## src/rtl/fcvt_pkg.sv

```systemverilog
package fcvt_pkg;

    // binary32 operand format
    localparam int SP_EXP_W  = 8;
    localparam int SP_FRAC_W = 23;
    localparam int SP_BIAS   = 127;
    localparam int SP_W      = 1 + SP_EXP_W + SP_FRAC_W;

    // binary16 result format
    localparam int HP_EXP_W  = 5;
    localparam int HP_FRAC_W = 10;
    localparam int HP_BIAS   = 15;
    localparam int HP_W      = 1 + HP_EXP_W + HP_FRAC_W;

    // derived datapath sizes
    localparam int FRAC_DROP = SP_FRAC_W - HP_FRAC_W;      // 13 bits rounded away
    localparam int SIG_W     = SP_FRAC_W + 1;              // significand with hidden one
    localparam int EU_W      = SP_EXP_W + 2;               // signed unbiased exponent
    localparam int HP_EMIN   = 1 - HP_BIAS;                // -14
    localparam int HP_EMAX   = HP_BIAS;                    // 15
    localparam int SH_MAX    = SIG_W + 2;                  // beyond this only sticky remains
    localparam int SH_W      = $clog2(SH_MAX + 1);
    localparam int WIDE_W    = SIG_W + SH_MAX;
    localparam int ENC_W     = SIG_W + 1;

    localparam logic [HP_W-2:0] HP_INF_MAG = {{HP_EXP_W{1'b1}}, {HP_FRAC_W{1'b0}}};
    localparam logic [HP_W-1:0] HP_QNAN_DFLT =
        {1'b0, {HP_EXP_W{1'b1}}, 1'b1, {(HP_FRAC_W-1){1'b0}}};

    typedef enum logic [2:0] {
        CLS_ZERO, CLS_TINY_IN, CLS_FINITE, CLS_INF, CLS_QNAN, CLS_SNAN
    } fclass_e;

    typedef struct packed {
        logic                 sgn;
        logic [SP_EXP_W-1:0]  exp;
        logic [SP_FRAC_W-1:0] frac;
    } sp_word_t;

    typedef struct packed {
        logic [HP_W-1:0] bits;
        logic            invalid;
        logic            inexact;
        logic            overflow;
        logic            underflow;
    } hp_result_t;

    function automatic fclass_e classify(input sp_word_t w);
        if (w.exp == '0)
            return (w.frac == '0) ? CLS_ZERO : CLS_TINY_IN;
        if (w.exp == '1) begin
            if (w.frac == '0) return CLS_INF;
            return w.frac[SP_FRAC_W-1] ? CLS_QNAN : CLS_SNAN;
        end
        return CLS_FINITE;
    endfunction

endpackage

```

## src/rtl/fcvt_unpack.sv

```systemverilog
module fcvt_unpack
    import fcvt_pkg::*;
(
    input  sp_word_t                w,
    output fclass_e                 cls,
    output logic signed [EU_W-1:0]  e_unb,
    output logic [SIG_W-1:0]        sig
);
    always_comb begin
        cls   = classify(w);
        e_unb = $signed({2'b00, w.exp}) - EU_W'(SP_BIAS);
        sig   = {1'b1, w.frac};
    end
endmodule

```

## src/rtl/fcvt_round.sv

```systemverilog
module fcvt_round
    import fcvt_pkg::*;
(
    input  logic                    sgn,
    input  logic signed [EU_W-1:0]  e_unb,
    input  logic [SIG_W-1:0]        sig,
    output hp_result_t              res
);
    logic                   too_big;
    logic                   tiny;
    logic signed [EU_W-1:0] nsh;
    logic [SH_W-1:0]        sh;
    logic [WIDE_W-1:0]      wide;
    logic [SIG_W-1:0]       kept;
    logic                   guard_b;
    logic                   sticky_b;
    logic                   rnd_up;
    logic [HP_EXP_W-1:0]    tgt_exp;
    logic [ENC_W-1:0]       enc;
    logic                   ovf;

    always_comb begin
        too_big = e_unb > EU_W'(HP_EMAX);
        tiny    = e_unb < EU_W'(HP_EMIN);
        // distance from the operand exponent down to the subnormal scale
        nsh     = EU_W'(HP_EMIN) - e_unb + EU_W'(FRAC_DROP);
        if (!tiny)
            sh = SH_W'(FRAC_DROP);
        else if (nsh > EU_W'(SH_MAX))
            sh = SH_W'(SH_MAX);
        else
            sh = nsh[SH_W-1:0];

        wide     = {sig, {SH_MAX{1'b0}}} >> sh;
        kept     = wide[WIDE_W-1 -: SIG_W];
        guard_b  = wide[SH_MAX-1];
        sticky_b = |wide[SH_MAX-2:0];
        rnd_up   = guard_b & (sticky_b | kept[0]);

        // subnormals use the minimum exponent scale; the hidden one then cancels
        tgt_exp  = tiny ? HP_EXP_W'(1) : HP_EXP_W'(e_unb + EU_W'(HP_BIAS));
        enc      = ENC_W'({tgt_exp, {HP_FRAC_W{1'b0}}}) + ENC_W'(kept)
                 - ENC_W'(1 << HP_FRAC_W) + ENC_W'(rnd_up);
        ovf      = too_big | (enc >= ENC_W'(HP_INF_MAG));

        res.bits      = ovf ? {sgn, HP_INF_MAG} : {sgn, enc[HP_W-2:0]};
        res.invalid   = 1'b0;
        res.inexact   = guard_b | sticky_b | too_big;
        res.overflow  = ovf;
        res.underflow = tiny & (guard_b | sticky_b);
    end
endmodule

```

## src/rtl/fcvt_s2h.sv

```systemverilog
module fcvt_s2h
    import fcvt_pkg::*;
(
    input  logic            clk,
    input  logic            rst,
    input  logic            in_valid,
    input  logic [SP_W-1:0] in_word,
    input  logic            dflt_nan,
    output logic            out_valid,
    output logic [HP_W-1:0] out_half,
    output logic            out_invalid,
    output logic            out_inexact,
    output logic            out_overflow,
    output logic            out_underflow
);
    sp_word_t               w;
    fclass_e                cls;
    logic signed [EU_W-1:0] e_unb;
    logic [SIG_W-1:0]       sig;
    hp_result_t             rnd_res;
    hp_result_t             nxt;
    hp_result_t             res_q;
    logic                   v_q;

    assign w = sp_word_t'(in_word);

    fcvt_unpack u_unpack (.w(w), .cls(cls), .e_unb(e_unb), .sig(sig));
    fcvt_round  u_round  (.sgn(w.sgn), .e_unb(e_unb), .sig(sig), .res(rnd_res));

    always_comb begin
        nxt = '0;
        unique case (cls)
            CLS_ZERO:    nxt.bits = {w.sgn, {(HP_W-1){1'b0}}};
            CLS_INF:     nxt.bits = {w.sgn, HP_INF_MAG};
            CLS_TINY_IN: begin
                nxt.bits      = {w.sgn, {(HP_W-1){1'b0}}};
                nxt.inexact   = 1'b1;
                nxt.underflow = 1'b1;
            end
            CLS_QNAN, CLS_SNAN: begin
                nxt.invalid = (cls == CLS_SNAN);
                nxt.bits    = dflt_nan ? HP_QNAN_DFLT
                            : {w.sgn, {HP_EXP_W{1'b1}}, 1'b1,
                               w.frac[SP_FRAC_W-2 -: HP_FRAC_W-1]};
            end
            default: nxt = rnd_res;
        endcase
    end

    always_ff @(posedge clk) begin
        if (rst) begin
            v_q   <= 1'b0;
            res_q <= '0;
        end else begin
            v_q <= in_valid;
            if (in_valid) res_q <= nxt;
        end
    end

    assign out_valid     = v_q;
    assign out_half      = res_q.bits;
    assign out_invalid   = res_q.invalid;
    assign out_inexact   = res_q.inexact;
    assign out_overflow  = res_q.overflow;
    assign out_underflow = res_q.underflow;

    // ---------------- assertions ----------------
    logic in_is_nan;
    assign in_is_nan = (in_word[30:23] == '1) && (in_word[22:0] != '0);

    p_strobe_r1: assert property (@(posedge clk) disable iff (rst)
        in_valid |=> out_valid);
    p_idle_hold_r1: assert property (@(posedge clk) disable iff (rst)
        !in_valid |=> (!out_valid && $stable(out_half) && $stable(out_inexact)));
    p_ovf_is_inf_r4: assert property (@(posedge clk) disable iff (rst)
        out_overflow |-> (out_inexact && out_half[14:0] == 15'h7c00));
    p_unf_inexact_r5: assert property (@(posedge clk) disable iff (rst)
        out_underflow |-> out_inexact);
    p_dflt_nan_r7: assert property (@(posedge clk) disable iff (rst)
        (in_valid && dflt_nan && in_is_nan) |=> out_half == 16'h7e00);
    p_quiet_prop_r8: assert property (@(posedge clk) disable iff (rst)
        (in_valid && !dflt_nan && in_is_nan) |=>
        (out_half[9] && out_half[14:10] == 5'h1f && out_half[15] == $past(in_word[31])));
    p_invalid_snan_r9: assert property (@(posedge clk) disable iff (rst)
        in_valid |=> out_invalid == $past(in_is_nan && !in_word[22]));
    p_sign_kept_r2: assert property (@(posedge clk) disable iff (rst)
        (in_valid && !(dflt_nan && in_is_nan)) |=> out_half[15] == $past(in_word[31]));
endmodule

```

## config.mk

```make
export PLATFORM = sky130hd
export DESIGN_NAME = fcvt_s2h
export DESIGN_NICKNAME = d
export VERILOG_FILES = /design/src/rtl/fcvt_pkg.sv /design/src/rtl/fcvt_unpack.sv /design/src/rtl/fcvt_round.sv /design/src/rtl/fcvt_s2h.sv
export SDC_FILE = /design/constraint.sdc
export NUM_CORES = 1
export LEC_CHECK = 0
export BUFFER_PORTS_ARGS = -buffer_cell sky130_fd_sc_hd__buf_2
export CELL_PAD_IN_SITES_DETAIL_PLACEMENT = 1
export CELL_PAD_IN_SITES_GLOBAL_PLACEMENT = 1
export CORE_MARGIN = 2
export CORE_UTILIZATION = 45
export CTS_BUF_LIST = sky130_fd_sc_hd__clkbuf_4 sky130_fd_sc_hd__clkbuf_8
export CTS_CLUSTER_DIAMETER = 100
export DETAILED_ROUTE_END_ITERATION = 10
export GPL_ROUTABILITY_DRIVEN = 0
export GPL_TIMING_DRIVEN = 0
export PLACE_DENSITY_LB_ADDON = 0.1
export RECOVER_POWER = 50
export SETUP_SLACK_MARGIN = 0.4
export SLEW_MARGIN = 25
export SYNTH_ARGS = -nofsm -noshare
export SYNTH_HDL_FRONTEND = slang
export SYNTH_HIERARCHICAL = 1
export SYNTH_SLANG_ARGS = --single-unit
export TNS_END_PERCENT = 30
```

## constraint.sdc

```tcl
create_clock -name clk -period 12.8 [get_ports clk]
set_clock_uncertainty 0.1 [all_clocks]
set_input_delay 0 -clock clk [delete_from_list [all_inputs] [get_ports clk]]
set_output_delay 0 -clock clk [all_outputs]
set_load 0.02 [all_outputs]
```

Yosys cells after proc, flatten, opt, wreduce, memory -nomap -nowiden. Index checks and enable logic that the tools add are counted.

Register bits after elaboration: 21. Bits of input ports: 36. Output and inout port bits: 21. Logic and storage cells: 61.

$add $sub $neg: 7. Magnitude comparators: 4. Eq/ne operators: 5. Shift-type cells: 1. Mux-type cells: 24. Bitwise logic cells: 6. Reductions and logical operators: 8.

Operator list (number): 50-bit by 5-bit right shift with 50-bit output (1); 16-bit one-hot mux with 3 select lines (1); 15-bit by 24-bit adder with 25-bit output (1); 25-bit by 1-bit adder with 25-bit output (1); 25-bit by 15-bit >= comparator with 1-bit output (second input constant) (1); 25-bit OR reduction (1); 25-bit by 11-bit subtractor with 25-bit output (second input constant) (1); 23-bit logical NOT (1); 3-bit 2-to-1 mux (6); 16-bit 2-to-1 mux (1); 15-bit 2-to-1 mux (1); 5-bit 2-to-1 mux (3); 10-bit by 5-bit adder with 10-bit output (second input constant) (1); 10-bit by 6-bit greater-than comparator with 1-bit output (second input constant) (1); 1-bit 2-to-1 mux (10); 5-bit by 9-bit subtractor with 10-bit output (first input constant) (1); 9-bit by 5-bit greater-than comparator with 1-bit output (second input constant) (1); 9-bit by 5-bit less-than comparator with 1-bit output (second input constant) (1); 8-bit by 7-bit subtractor with 9-bit output (second input constant) (1); 8-bit equality test (second input constant) (1); 8-bit logical NOT (1); 3-bit equality test (second input constant) (2); 5-bit adder (second input constant) (1); 5-bit OR reduction (1); other kinds (8) (14).

Longest topological paths before layout.
Depth after elaboration: 15. Mapped depth: 31. Gate-level depth less buffers: 26.

Cells and area by module. Netlist, hierarchy kept.

Modules (own cells, without submodules): fcvt_round (times used 1, cells an instance 572, area an instance 3602.2 um^2, seq. area each 0.0 um^2); fcvt_s2h (times used 1, cells an instance 113, area an instance 965.9 um^2, seq. area each 420.4 um^2); fcvt_unpack (times used 1, cells an instance 64, area an instance 437.9 um^2, seq. area each 0.0 um^2).

Worst setup path before layout. OpenSTA, ideal clock, no wires.

Path kind: input to register. Start point: input port in_word[23]. End point: register res_q, in the netlist out_half[9]. Setup time: 132 ps. Data arrival time: 5150 ps. Required time: 12568 ps. Path slack: 7418 ps. Stages on the path: 29. Buffers on the path: 5. Cells stage by stage: ha_1 > nand3_2 > nor2_1 > xor2_1 > and4_1 > buf_2 > buf_2 > o211ai_1 > nand2_1 > clkbuf_1 > buf_1 > mux2i_1 > a32oi_1 > o22ai_1 > inv_1 > nor2_1 > ha_1 > ha_1 > and3_1 > a32oi_1 > or4_4 > o21ai_1 > a21oi_1 > xor2_1 > or4_4 > buf_6 > and3_1 > a311oi_1 > nor3_1.

RTL lines: start: declaration (RTL line fcvt_s2h.sv:7) `input logic [SP_W-1:0] in_word,`; end signal: assignment (RTL line fcvt_s2h.sv:56) `if (in_valid) res_q <= nxt;`; end: declaration (RTL line fcvt_s2h.sv:22) `hp_result_t res_q;`.

==> impl_metrics.csv <==
group,metric,value,unit
clock_tree,clock_latency,0.25,ns
die,io_pins,57,
min_path,hold_class,"in -> reg",
yosys,synth_cell_types,95,
timing,whs,0.01571,ns
routing,first_iter_violations,691,
routing,detail-route-antenna-nets,0,
die,die_h,109.5,µm
worst_setup_path,crit_path_top_delay_cell,"or4_4",
die,num_rows,38,
worst_setup_path,worst_setup_path_end_kind,"flip-flop",
finish,fin_area,5664,µm²
timing,maxSlewViolCount,0,
global_routing,grt_pass1_wl,32.36,mm
finish,fin_util,0.5225,
min_path,worstHoldPathCells,4,
global_routing,grtUsageTotal,0.3378,
die,fp.dieArea,11980,µm²
worst_setup_path,r2r_end,"out_half[12]",
min_path,min_to,"out_half[4]",
timing,setup_viol,0,
routing,drc_errors,0,
worst_setup_path,startpoint,"in_word[23]",
clock_tree,htreeDepth,1,
yosys,synth_most_common_cell,"nand2_1",
power,leakagePower,2.357,nW
clock_tree,clk_pin_slew_worst_paths,0.08,ns
place,dp_hpwl,16.10,mm
die,die_w,109.5,µm
finish,final_nets,900,
routing,wl,20.57,mm
yosys,syn-cell-area,5006,µm²
clock_tree,hold_buffers,11,
yosys,yosysTopAreaCell,"dfxtp_1",
power,p_per_area,61.44,nW/µm²
place,place_area,5532,µm²
power,switching_share,0.4945,
clock_tree,cts_buffers,3,
worst_setup_path,critPathArrivalTime,6.83,ns
worst_setup_path,path_class,"in -> reg",
routing,via_count,6467,
worst_setup_path,crit_required,12.87,ns
finish,area_growth,13.15,%
global_routing,antenna_found_initial,0,
power,clkPwrFrac,0.131,
timing,layout_worst_path_cycle_share,0.5281,
yosys,async_flop_share,0,
routing,wl_per_cell,21.01,µm
yosys,synth_area_leaders,"dfxtp_1 (8.4%), nand2_1 (7.5%), ha_1 (6.0%), nor2_1 (5.2%), buf_4 (5.1%)",
clock_tree,post-cts-setup-buffer-count,0,
yosys,synth_top_area_frac,0.08398,
finish,drive_above_1_share,0.1442,
min_path,hp-start,"dflt_nan",
yosys,avgSynthCellArea,6.684,µm²
die,initial_utilization,0.4618,
timing,slew_headroom,0.3159,
place,portBuffers,55,
worst_setup_path,rr_worst_depth,2,
global_routing,overflow,0,
power,comb_power_share,0.663,
timing,finalWorstPathRequiredPeriod,6.760,ns
timing,worst_pin_slew,1.013,ns
timing,rsz0062_at_grt,"false",
timing,hold_viol,0,
global_routing,grt_pass1_vias,6408,
place,dp_slack,5.887,ns
yosys,synth_warnings,6,
yosys,synthTopCellsByCount,"nand2_1 (100), nor2_1 (70), a21oi_1 (46), buf_4 (34), o21ai_0 (33)",
clock_tree,cts_tree,"built",
global_routing,grt_max_degree,12,
clock_tree,clockBufferDepth,2,
worst_setup_path,critPathTopFamily,"simple AND/OR/NAND/NOR gates",
worst_setup_path,reg2reg_slack,11.88,ns
yosys,yosysSeqAreaShare,0.08398,
power,p_seq_frac,0.205,
clock_tree,cts_sinks,21,
timing,fmaxAchievable,147.9,MHz
yosys,synth-main-ff-cell,"dfxtp_1",
power,switching_power,0.1721,mW
die,coreArea,10840,µm²
worst_setup_path,r2r_start,"out_half[12]",
clock_tree,ctsResizeCount,0,
routing,vias_per_cell,6.606,
yosys,synth_edf_count,0,
yosys,netlist_instances,749,
power,internal_power,0.1759,mW
worst_setup_path,crit_buf_inv,6,
timing,finalSetupTns,0,ns
worst_setup_path,startpoint_type,"input port",
worst_setup_path,cp_max_fo,10,
status,status,"completed",
timing,postLayoutSetupSlackWorst,6.040,ns
routing,dr.pass1.iters,7,
worst_setup_path,slowest_delay,0.53,ns
clock_tree,cts-root-buf,"clkbuf_8",
power,ir_drop,0.04559,mV
yosys,synth_seq_cells,21,
flow_run,drv_cap,0,
finish,antenna_cells,0,
-- placed cells by master (no fill, tap or decap), types with 21 or more instances in the layout --
cell	n
o21ai_0	33
dfxtp_1	21
conb_1	23
buf_4	34
clkbuf_1	37
nand2_1	100
a21oi_1	46
nor2_1	70
nand3_1	24
buf_2	48
inv_1	28
ha_1	24
-- kinds of logic (layout without fill, tap and decap cells) --
| group | Yosys count | count (layout) | share of synthesized area |
|---|---|---|---|
| adders and majority gates | 24 | 24 | 0.05999 |
| buffers and inverters | 99 | 169 | 0.1077 |
| other | 3 | 23 | 0.002249 |
| AOI/OAI and AO/OA | 239 | 239 | 0.3432 |
| muxes | 15 | 15 | 0.03074 |
| DFF | 21 | 21 | 0.08398 |
| and+or+nand+nor | 323 | 323 | 0.3284 |
| xor gates and xnor gates | 25 | 25 | 0.04374 |
-- registers in the layout (all words and copies together), names as in the netlist --
| register | flops |
|---|---|
| out_inexact | 1 |
| out_overflow | 1 |
| out_invalid | 1 |
| out_half | 16 |
| out_valid | 1 |
| out_underflow | 1 |
-- worst max path at each step --
| stage | to | slack, ns | cells after the start |
|---|---|---|---|
| 6_report | out_half[8] | 6.04 | 31 |
| 4_1_cts | out_half[8] | 6.19 | 30 |
| 3_5_place_dp | out_half[8] | 5.89 | 30 |
| 3_3_place_gp | out_half[9] | 6.06 | 30 |
| 2_1_floorplan | out_half[9] | 7.42 | 29 |
| 5_1_grt | out_half[8] | 5.52 | 30 |
-- routing by layer --
layer	track usage	routed length, µm	vias to the layer above
li1	-	-	2947
met1	0.4372	8765	3085
met2	0.5728	9363	354
met5	0	0	-
met4	0.1040	646	0
met3	0.05453	1795	81
-- worst min-delay path, delay by kind of cell --
family                 cells  cell delay (ns)
and+or+nand+nor            2             0.15
AOI/OAI and AO/OA          1             0.05
buffers and inverters      1             0.12
-- power by group through the flow --
stage | combinational (mW) | sequential [mW] | clock (mW)
floorplan | 0.153 | 0.0773 | 0
global placement | 0.211 | 0.0725 | 0
detailed placement | 0.217 | 0.0729 | 0
CTS | 0.221 | 0.0713 | 0.0468
global route | 0.249 | 0.0720 | 0.0492
finish | 0.231 | 0.0715 | 0.0457
-- per-stage QoR --
step,total power [mW],instances
6_report,0.3480,979
5_1_grt,0.3699,979
4_1_cts,0.3390,979
3_5_place_dp,0.2900,964
3_3_place_gp,0.2832,964
2_1_floorplan,0.2306,769
-- layout make-up --
type | count | area, µm²
fillers | 1548 | 5176
multi-input cells | 649 | 4121
plain buffers | 69 | 426.7
flip-flops and latches | 21 | 420.4
repair buffers | 66 | 359.1
well taps | 140 | 175.2
inverters | 30 | 112.6
clock buffers | 4 | 48.80
Power figures use the tool's default switching activity.
